--- config.mk ---
export PLATFORM = sky130hd
export DESIGN_NAME = sop_macrocell
export DESIGN_NICKNAME = d
export VERILOG_FILES = /design/src/rtl/sop_cell_pkg.sv /design/src/rtl/sop_cell_ctrl.sv /design/src/rtl/sop_cell_dp.sv /design/src/rtl/sop_macrocell.sv
export SDC_FILE = /design/constraint.sdc
export NUM_CORES = 1
export LEC_CHECK = 0
export BUFFER_PORTS_ARGS = -buffer_cell sky130_fd_sc_hd__buf_4
export CAP_MARGIN = 15
export CELL_PAD_IN_SITES_DETAIL_PLACEMENT = 1
export CELL_PAD_IN_SITES_GLOBAL_PLACEMENT = 2
export CORE_MARGIN = 4
export CORE_UTILIZATION = 39
export DETAILED_ROUTE_END_ITERATION = 10
export PLACE_DENSITY = 0.95
export RECOVER_POWER = 25
export SLEW_MARGIN = 20
export SYNTH_ARGS = -nofsm -noshare
export SYNTH_HDL_FRONTEND = slang
export SYNTH_SLANG_ARGS = --single-unit
--- constraint.sdc ---
create_clock -name clk -period 3.1 [get_ports clk]
set_input_delay 0.31 -clock clk [delete_from_list [all_inputs] [get_ports clk]]
set_output_delay 0.31 -clock clk [all_outputs]
set_load 0.02 [all_outputs]
--- src/rtl/sop_cell_pkg.sv ---
package sop_cell_pkg;
  localparam int MODE_W = 3;
  localparam int MODE_S0_BIT = 0;
  localparam int MODE_S1_BIT = 1;
  localparam int MODE_OE_BIT = 2;

  typedef struct packed {
    logic regMode;
    logic invert;
    logic drive;
  } cellCtrl_t;
endpackage

--- src/rtl/sop_cell_ctrl.sv ---
module sop_cell_ctrl
  import sop_cell_pkg::*;
#(
  parameter int NUM_TERMS = 8,
  parameter int AW = 4,
  parameter int DW = 16
) (
  input  logic                 clk,
  input  logic                 rst,
  input  logic                 cfgLoad,
  input  logic [AW-1:0]        cfgAddr,
  input  logic [DW-1:0]        cfgData,
  output logic [NUM_TERMS-1:0] rowWe,
  output cellCtrl_t            cellCtrl
);
  localparam logic [AW-1:0] MODE_ADDR = AW'(NUM_TERMS);

  logic modeS0, modeS1, modeOe;
  logic modeWe;

  for (genvar t = 0; t < NUM_TERMS; t++) begin : g_rowDec
    assign rowWe[t] = cfgLoad && (cfgAddr == AW'(t));
  end

  assign modeWe = cfgLoad && (cfgAddr == MODE_ADDR);

  always_ff @(posedge clk) begin
    if (rst) begin
      modeS0 <= 1'b1;
      modeS1 <= 1'b1;
      modeOe <= 1'b0;
    end else if (modeWe) begin
      modeS0 <= cfgData[MODE_S0_BIT];
      modeS1 <= cfgData[MODE_S1_BIT];
      modeOe <= cfgData[MODE_OE_BIT];
    end
  end

  assign cellCtrl.regMode = ~modeS1;
  assign cellCtrl.invert  = ~modeS0;
  assign cellCtrl.drive   = modeOe;

  // at most one fuse row written per cycle
  p_row_onehot_r6: assert property (@(posedge clk) disable iff (rst)
    $onehot0(rowWe));

  // out-of-range address leaves the mode untouched
  p_bad_addr_r10: assert property (@(posedge clk) disable iff (rst)
    (cfgLoad && (cfgAddr > MODE_ADDR)) |=> $stable(cellCtrl));

  // mode defaults right after reset
  p_reset_mode_r9: assert property (@(posedge clk) disable iff (rst)
    $fell(rst) |-> (!cellCtrl.regMode && !cellCtrl.invert && !cellCtrl.drive));
endmodule

--- src/rtl/sop_cell_dp.sv ---
module sop_cell_dp
  import sop_cell_pkg::*;
#(
  parameter int NUM_IN = 8,
  parameter int NUM_TERMS = 8,
  parameter int DW = 16
) (
  input  logic                 clk,
  input  logic                 rst,
  input  logic [NUM_TERMS-1:0] rowWe,
  input  logic [DW-1:0]        cfgData,
  input  cellCtrl_t            cellCtrl,
  input  logic [NUM_IN-1:0]    inBus,
  input  logic                 pinIn,
  output logic                 pinOut,
  output logic                 pinOe,
  output logic                 fbOut
);
  logic [DW-1:0]        literals;
  logic [NUM_TERMS-1:0] termHit;
  logic                 sumOut;
  logic                 regQ;
  logic                 level;

  assign literals = {~inBus, inBus};

  for (genvar t = 0; t < NUM_TERMS; t++) begin : g_term
    logic [DW-1:0] fuseRow;
    always_ff @(posedge clk) begin
      if (rst)           fuseRow <= '0;
      else if (rowWe[t]) fuseRow <= cfgData;
    end
    assign termHit[t] = (|fuseRow) & (&(~fuseRow | literals));
  end

  assign sumOut = |termHit;

  always_ff @(posedge clk) begin
    if (rst) regQ <= 1'b0;
    else     regQ <= sumOut;
  end

  assign level  = cellCtrl.regMode ? regQ : sumOut;
  assign pinOut = level ^ cellCtrl.invert;
  assign pinOe  = cellCtrl.drive;
  assign fbOut  = cellCtrl.drive ? pinOut : pinIn;

  // registered pin reflects the sum one edge earlier
  p_reg_path_r5: assert property (@(posedge clk) disable iff (rst)
    (cellCtrl.regMode && !$past(rst)) |-> (pinOut == ($past(sumOut) ^ cellCtrl.invert)));

  // input-only use passes the pad level back
  p_hiz_fb_r8: assert property (@(posedge clk) disable iff (rst)
    !pinOe |-> (fbOut == pinIn));

  // driven use feeds back the driven value
  p_drive_fb_r8: assert property (@(posedge clk) disable iff (rst)
    pinOe |-> (fbOut == pinOut));

  // flop cleared by reset
  p_flop_clear_r9: assert property (@(posedge clk) disable iff (rst)
    $fell(rst) |-> (regQ == 1'b0));
endmodule

--- src/rtl/sop_macrocell.sv ---
module sop_macrocell
  import sop_cell_pkg::*;
#(
  parameter int NUM_IN = 8,
  parameter int NUM_TERMS = 8,
  localparam int DW = 2 * NUM_IN,
  localparam int AW = $clog2(NUM_TERMS + 1)
) (
  input  logic          clk,
  input  logic          rst,
  input  logic          cfgLoad,
  input  logic [AW-1:0] cfgAddr,
  input  logic [DW-1:0] cfgData,
  input  logic [NUM_IN-1:0] inBus,
  input  logic          pinIn,
  output logic          pinOut,
  output logic          pinOe,
  output logic          fbOut
);
  logic [NUM_TERMS-1:0] rowWe;
  cellCtrl_t            cellCtrl;

  sop_cell_ctrl #(.NUM_TERMS(NUM_TERMS), .AW(AW), .DW(DW)) u_ctrl (
    .clk(clk), .rst(rst), .cfgLoad(cfgLoad), .cfgAddr(cfgAddr),
    .cfgData(cfgData), .rowWe(rowWe), .cellCtrl(cellCtrl)
  );

  sop_cell_dp #(.NUM_IN(NUM_IN), .NUM_TERMS(NUM_TERMS), .DW(DW)) u_dp (
    .clk(clk), .rst(rst), .rowWe(rowWe), .cfgData(cfgData),
    .cellCtrl(cellCtrl), .inBus(inBus), .pinIn(pinIn),
    .pinOut(pinOut), .pinOe(pinOe), .fbOut(fbOut)
  );
endmodule

### Word-level counts from Yosys, hierarchy flattened

Index checks and enable logic that the tools add are counted.

* register bits: 132
* input port bits: 32
* output and inout bits: 3

* equal/unequal tests: 8
* multiplexer cells: 2
* bitwise logic cells: 27
* reduce and logical (&&, ||, !) cells: 27

Operators with widths (count)
* 16-bit NOT: 8
* 16-bit bitwise OR: 8
* 16-bit AND reduction: 8
* 16-bit OR reduction: 8
* 4-bit by 3-bit equality test with 1-bit output, second input constant: 4
* 1-bit logical AND: 9
* 1-bit AND: 8
* 4-bit by 2-bit equality test with 1-bit output, second input constant: 2
* 8-bit NOT: 1
* 8-bit OR reduction: 1
* 4-bit by 1-bit equality test with 1-bit output, second input constant: 1
* 4-bit equality test, second input constant: 1
* 4-bit zero test: 1
* 1-bit 2-to-1 mux: 2
* 1-bit NOT: 1
* 1-bit bitwise XOR: 1

### Depth between registers and ports, before layout

* depth in word-level cells: 8
* depth in mapped cells: 7
* gate-level depth less buffers: 6

### Hierarchy

Synthesis repeated with hierarchy kept, for this count alone.

* cells, all modules: 614
* area, all modules: 5997.0 um2

By module, submodules not included
* sop_cell_dp: instances 1, cells each 584, area an instance 5773.0 um2, seq. area each 2582.5 um2
* sop_cell_ctrl: instances 1, cells each 30, area an instance 224.0 um2, seq. area each 60.1 um2

### Least setup slack after synthesis

No wires, ideal clock.

* kind: reg-to-output
* start: register u_dp.g_term[7].fuseRow[3]
* end: output port fbOut
* arrival: 1.988 ns
* data required time: 2.790 ns
* path slack: 0.802 ns
* cell stages (with the launch flop): 7
* path buffers: 0
* path through: dfxtp_1 nor4_1 and4_1 nor3_1 or4_4 or3_1 a41o_1

* cells in the longest elaborated chain, start to end: 8

Ends and longest elaborated chain
* start: declaration: RTL line sop_cell_dp.sv:28 `logic [DW-1:0] fuseRow;`
* start signal: assignment: RTL line sop_cell_dp.sv:31 `else if (rowWe[t]) fuseRow <= cfgData;`
* 16-bit NOT: RTL line sop_cell_dp.sv:33 `assign termHit[t] = (|fuseRow) & (&(~fuseRow | literals));`
* 16-bit bitwise OR: RTL line sop_cell_dp.sv:33
* 16-bit AND reduction: RTL line sop_cell_dp.sv:33
* 1-bit AND (*): RTL line sop_cell_dp.sv:33
* 8-bit OR reduction (*): RTL line sop_cell_dp.sv:36 `assign sumOut = |termHit;`
* 1-bit 2-to-1 mux (*): RTL line sop_cell_dp.sv:43 `assign level = cellCtrl.regMode ? regQ : sumOut;`
* 1-bit bitwise XOR (*): RTL line sop_cell_dp.sv:44 `assign pinOut = level ^ cellCtrl.invert;`
* 1-bit 2-to-1 mux (*): RTL line sop_cell_dp.sv:46 `assign fbOut = cellCtrl.drive ? pinOut : pinIn;`
* end: declaration: RTL line sop_macrocell.sv:18 `output logic fbOut`

Every way passes the cells marked *; elsewhere a longest branch is shown, timed or not.

### Worst setup path after layout

* start: register u_dp.g_term[5].fuseRow[14]
* end: output port fbOut

* cells in the longest elaborated chain, start to end: 8

Ends and longest elaborated chain (RTL line)
* start: declaration: sop_cell_dp.sv:28
* start signal: assignment: sop_cell_dp.sv:31
* 16-bit NOT: sop_cell_dp.sv:33
* 16-bit bitwise OR: sop_cell_dp.sv:33
* 16-bit AND reduction: sop_cell_dp.sv:33
* 1-bit AND (*): sop_cell_dp.sv:33
* 8-bit OR reduction (*): sop_cell_dp.sv:36
* 1-bit 2-to-1 mux (*): sop_cell_dp.sv:43
* 1-bit bitwise XOR (*): sop_cell_dp.sv:44
* 1-bit 2-to-1 mux (*): sop_cell_dp.sv:46

Marks and branches as above.

==> results.py <==
metrics = {
    "setup_path": {
        "critPathKind": "reg2out",
        "r2r_slack_ps": 1280,
        "cp-start-kind": "flop",
        "r2r-end": "u_dp.regQ$_SDFF_PP0_",
        "end_kind": "primary output",
        "cp_num_buf_inv": 1,
        "crit_required_ps": 2790,
        "critPathSlowestCell": "or4_4",
        "cp_max_fo": 3,
        "reg2reg_depth": 6,
        "r2r_start": "u_dp.g_term[5].fuseRow[14]$_SDFFE_PP0P_",
        "path_cells": "nor4_1 -> and4_1 -> nor3_1 -> or4_4 -> or3_4 -> a41o_1 -> buf_4",
        "crit_cells": 7,
        "max_stage_delay_ps": 540,
        "crit_arrival_ps": 2730,
        "cp_top_family": "simple AND/OR/NAND/NOR gates",
    },
    "hold_path": {
        "whs_endpoint": "u_dp.g_term[4].fuseRow[11]$_SDFFE_PP0P_",
        "min_path_type": "in2reg",
        "hold_path_depth": 3,
        "min_from": "cfgData[11]",
    },
    "placement": {
        "io_buffers": 34,
        "dp_hpwl_um": 12800,
        "dp_cells": 901,
        "gp_congestion": 0.859,
    },
    "cells_and_area": {
        "finalNonFillerCells": 932,
        "area_growth_pct": 16.6,
        "fin_nets": 768,
        "drive_above_1_share": 0.116,
        "n_antenna_cell": 0,
    },
    "drt": {
        "viasPerCell": 5.81,
        "drt-pass1-iter-count": 7,
        "drc": 0,
        "drtIter0Drc": 441,
        "wl_um": 19900,
        "ant_nets": 0,
        "vias": 5417,
        "wl_per_cell_um": 21.3,
    },
    "sta": {
        "clock-skew-final_ps": 6.36,
        "fmax_ghz": 0.329,
        "finalCritPeriodShare": 0.982,
        "hold_viol_final": 0,
        "maxSlewViolCount": 0,
        "fin_tns_setup_ps": 0,
        "tightest_slew_ps": 1160,
        "period_minus_slack_ps": 3040,
        "slew_headroom": 0.226,
        "setup_viol_count_final": 0,
    },
    "synthesis": {
        "yosys_most_used_dff": "dfxtp_1",
        "synth_nets": 766,
        "synthArstFlopShare": 0,
        "syn_inst": 734,
        "synth_commonest_cells": "228 x nand2_1, 132 x dfxtp_1, 113 x a21oi_1",
        "seq_area_frac_synth": 0.451,
        "synth_edf_count": 0,
        "ys_ff_latch": 132,
        "synth_top_cell_area_share": 0.451,
        "synth_cell_types": 29,
        "synth_top_cell_by_area": "dfxtp_1",
        "yosys-top-cells-area": "dfxtp_1 45%, nand2_1 15%, mux2i_1 14%",
        "avgSynthCellArea_um2": 7.98,
        "ys_warn_count": 0,
        "syn_area_um2": 5860,
        "yosysMostFrequentCell": "nand2_1",
    },
    "clock_network": {
        "insertion_delay_ps": 430,
        "cts_setup_buffers": 0,
        "cts_buffer_depth": 2,
        "path_clk_slew_ps": 60,
        "cts_root_buf": "clkbuf_16",
        "cts_buffers": 17,
        "cts.sinks": 132,
        "htree_levels": 4,
        "cts_tree": "yes",
    },
    "grt": {
        "grt_pass1_wl_um": 31100,
        "grt_pass1_vias": 5491,
        "busiest_layer": "met2",
        "overflow": 0,
        "antenna_found_initial": 0,
        "use_met2": 0.391,
        "grtUsageTotal": 0.242,
        "grt_util_met3": 0.0467,
        "grt_max_degree": 74,
        "globalRouteMet1Util": 0.319,
    },
    "floorplan": {
        "start_util": 0.400,
        "dieArea_um2": 17000,
        "rows": 44,
        "fp.dieW_um": 131,
        "pin_count": 35,
        "die_y_um": 131,
        "core_area_um2": 14600,
    },
    "outcome": {
        "status": "completed",
    },
    "power_and_ir_drop": {
        "p_per_area_nw_per_um2": 620,
        "vdd_drop_max_uv": 396,
        "p_leak_nw": 2.48,
    },
    "job": {
        "drv_cap": 0,
    },
}
==> worst max-delay path by stage <==
stage,startpoint,to,slack (ps)
after floorplan,u_dp.g_term[7].fuseRow[3]$_SDFFE_PP0P_,fbOut,800
after global placement,u_dp.g_term[0].fuseRow[3]$_SDFFE_PP0P_,fbOut,550
after detailed placement,u_dp.g_term[5].fuseRow[6]$_SDFFE_PP0P_,fbOut,490
after CTS,u_dp.g_term[5].fuseRow[6]$_SDFFE_PP0P_,fbOut,20
after global routing,u_dp.g_term[7].fuseRow[11]$_SDFFE_PP0P_,fbOut,-20
final,u_dp.g_term[5].fuseRow[14]$_SDFFE_PP0P_,fbOut,60
==> worst min-delay path, cell delays in order <==
cell and delay (ps):
buf_4 170, nand2_1 70, a21oi_1 50
==> state kept, by name, indices dropped and copies added (netlist names) <==
name	cells
u_dp.g_term.fuseRow	128
u_ctrl.modeOe	1
u_ctrl.modeS1	1
u_dp.regQ	1
u_ctrl.modeS0	1
==> layout make-up <==
class | instances | area [um^2]
inverters | 2 | 7.51
repair buffers | 43 | 328
well taps | 184 | 230
clock buffers | 19 | 453
fillers | 1722 | 7810
flip-flops and latches | 132 | 2640
clock inverters | 12 | 179
multi-input cells | 540 | 2990
==> per-stage QoR <==
step	utilization	setup WS, ps	hold slack (ps)	total power, mW	cell area, um^2
2_1_floorplan	-	802	448	1.97	5860
6_report	0.467	56.9	225	4.24	6830
3_5_place_dp	0.421	494	468	2.10	6160
4_1_cts	0.464	24.6	214	4.25	6790
3_3_place_gp	0.421	549	457	2.09	6160
5_1_grt	0.467	-15.4	211	4.38	6830
==> power by group <==
group          switching (mW)  internal, mW  total [mW]
logic                   0.211         0.126       0.337
clock network           0.775          1.38        2.16
registers              0.0214          1.72        1.74
total                    1.01          3.23        4.24
==> cell families (layout without fill, tap and decap cells) <==
family / Yosys count / after routing / share of synthesized area
AND/OR/NAND/NOR: 342 / 342 / 0.261
multiplexers: 81 / 81 / 0.138
buffers and inverters: 62 / 76 / 0.0478
flip-flops: 132 / 132 / 0.451
AO/OA/AOI/OAI: 117 / 117 / 0.102
==> layout by cell type (no fill, tap or decap), types with 2 or more instances in the layout <==
cell,synthesis,routed
mux2i_1,81,81
inv_1,2,2
bufinv_16,0,4
buf_4,8,40
dfxtp_1,132,131
nand2b_1,3,3
or4_4,1,2
clkinv_2,0,2
clkbuf_1,38,2
clkinv_4,0,2
nor4_1,32,25
nor2_1,27,26
a211o_1,2,2
nand3b_1,2,2
a21oi_1,113,113
and4_1,8,8
nor3_1,12,12
or3_1,3,2
nand2_1,228,228
nor2b_1,2,2
clkbuf_16,0,17
nor4_2,1,8
nor3b_1,2,2
clkbuf_8,0,2
clkinvlp_4,0,3
nand4_1,16,16
==> metal layers <==
metal | vias up | part of all wire
met4 | 0 | 0.031
met2 | 141 | 0.47
li1 | 2510 | -
met3 | 46 | 0.044
met1 | 2720 | 0.45
met5 | - | 0
==> repair_timing <==
| action | 4_1_cts | 5_1_grt |
|---|---|---|
| resized for setup | 0 | 9 |
| setup endpoints to repair | 0 | 2 |
| hold buffers | 0 | 0 |
Power figures use the tool's default switching activity.
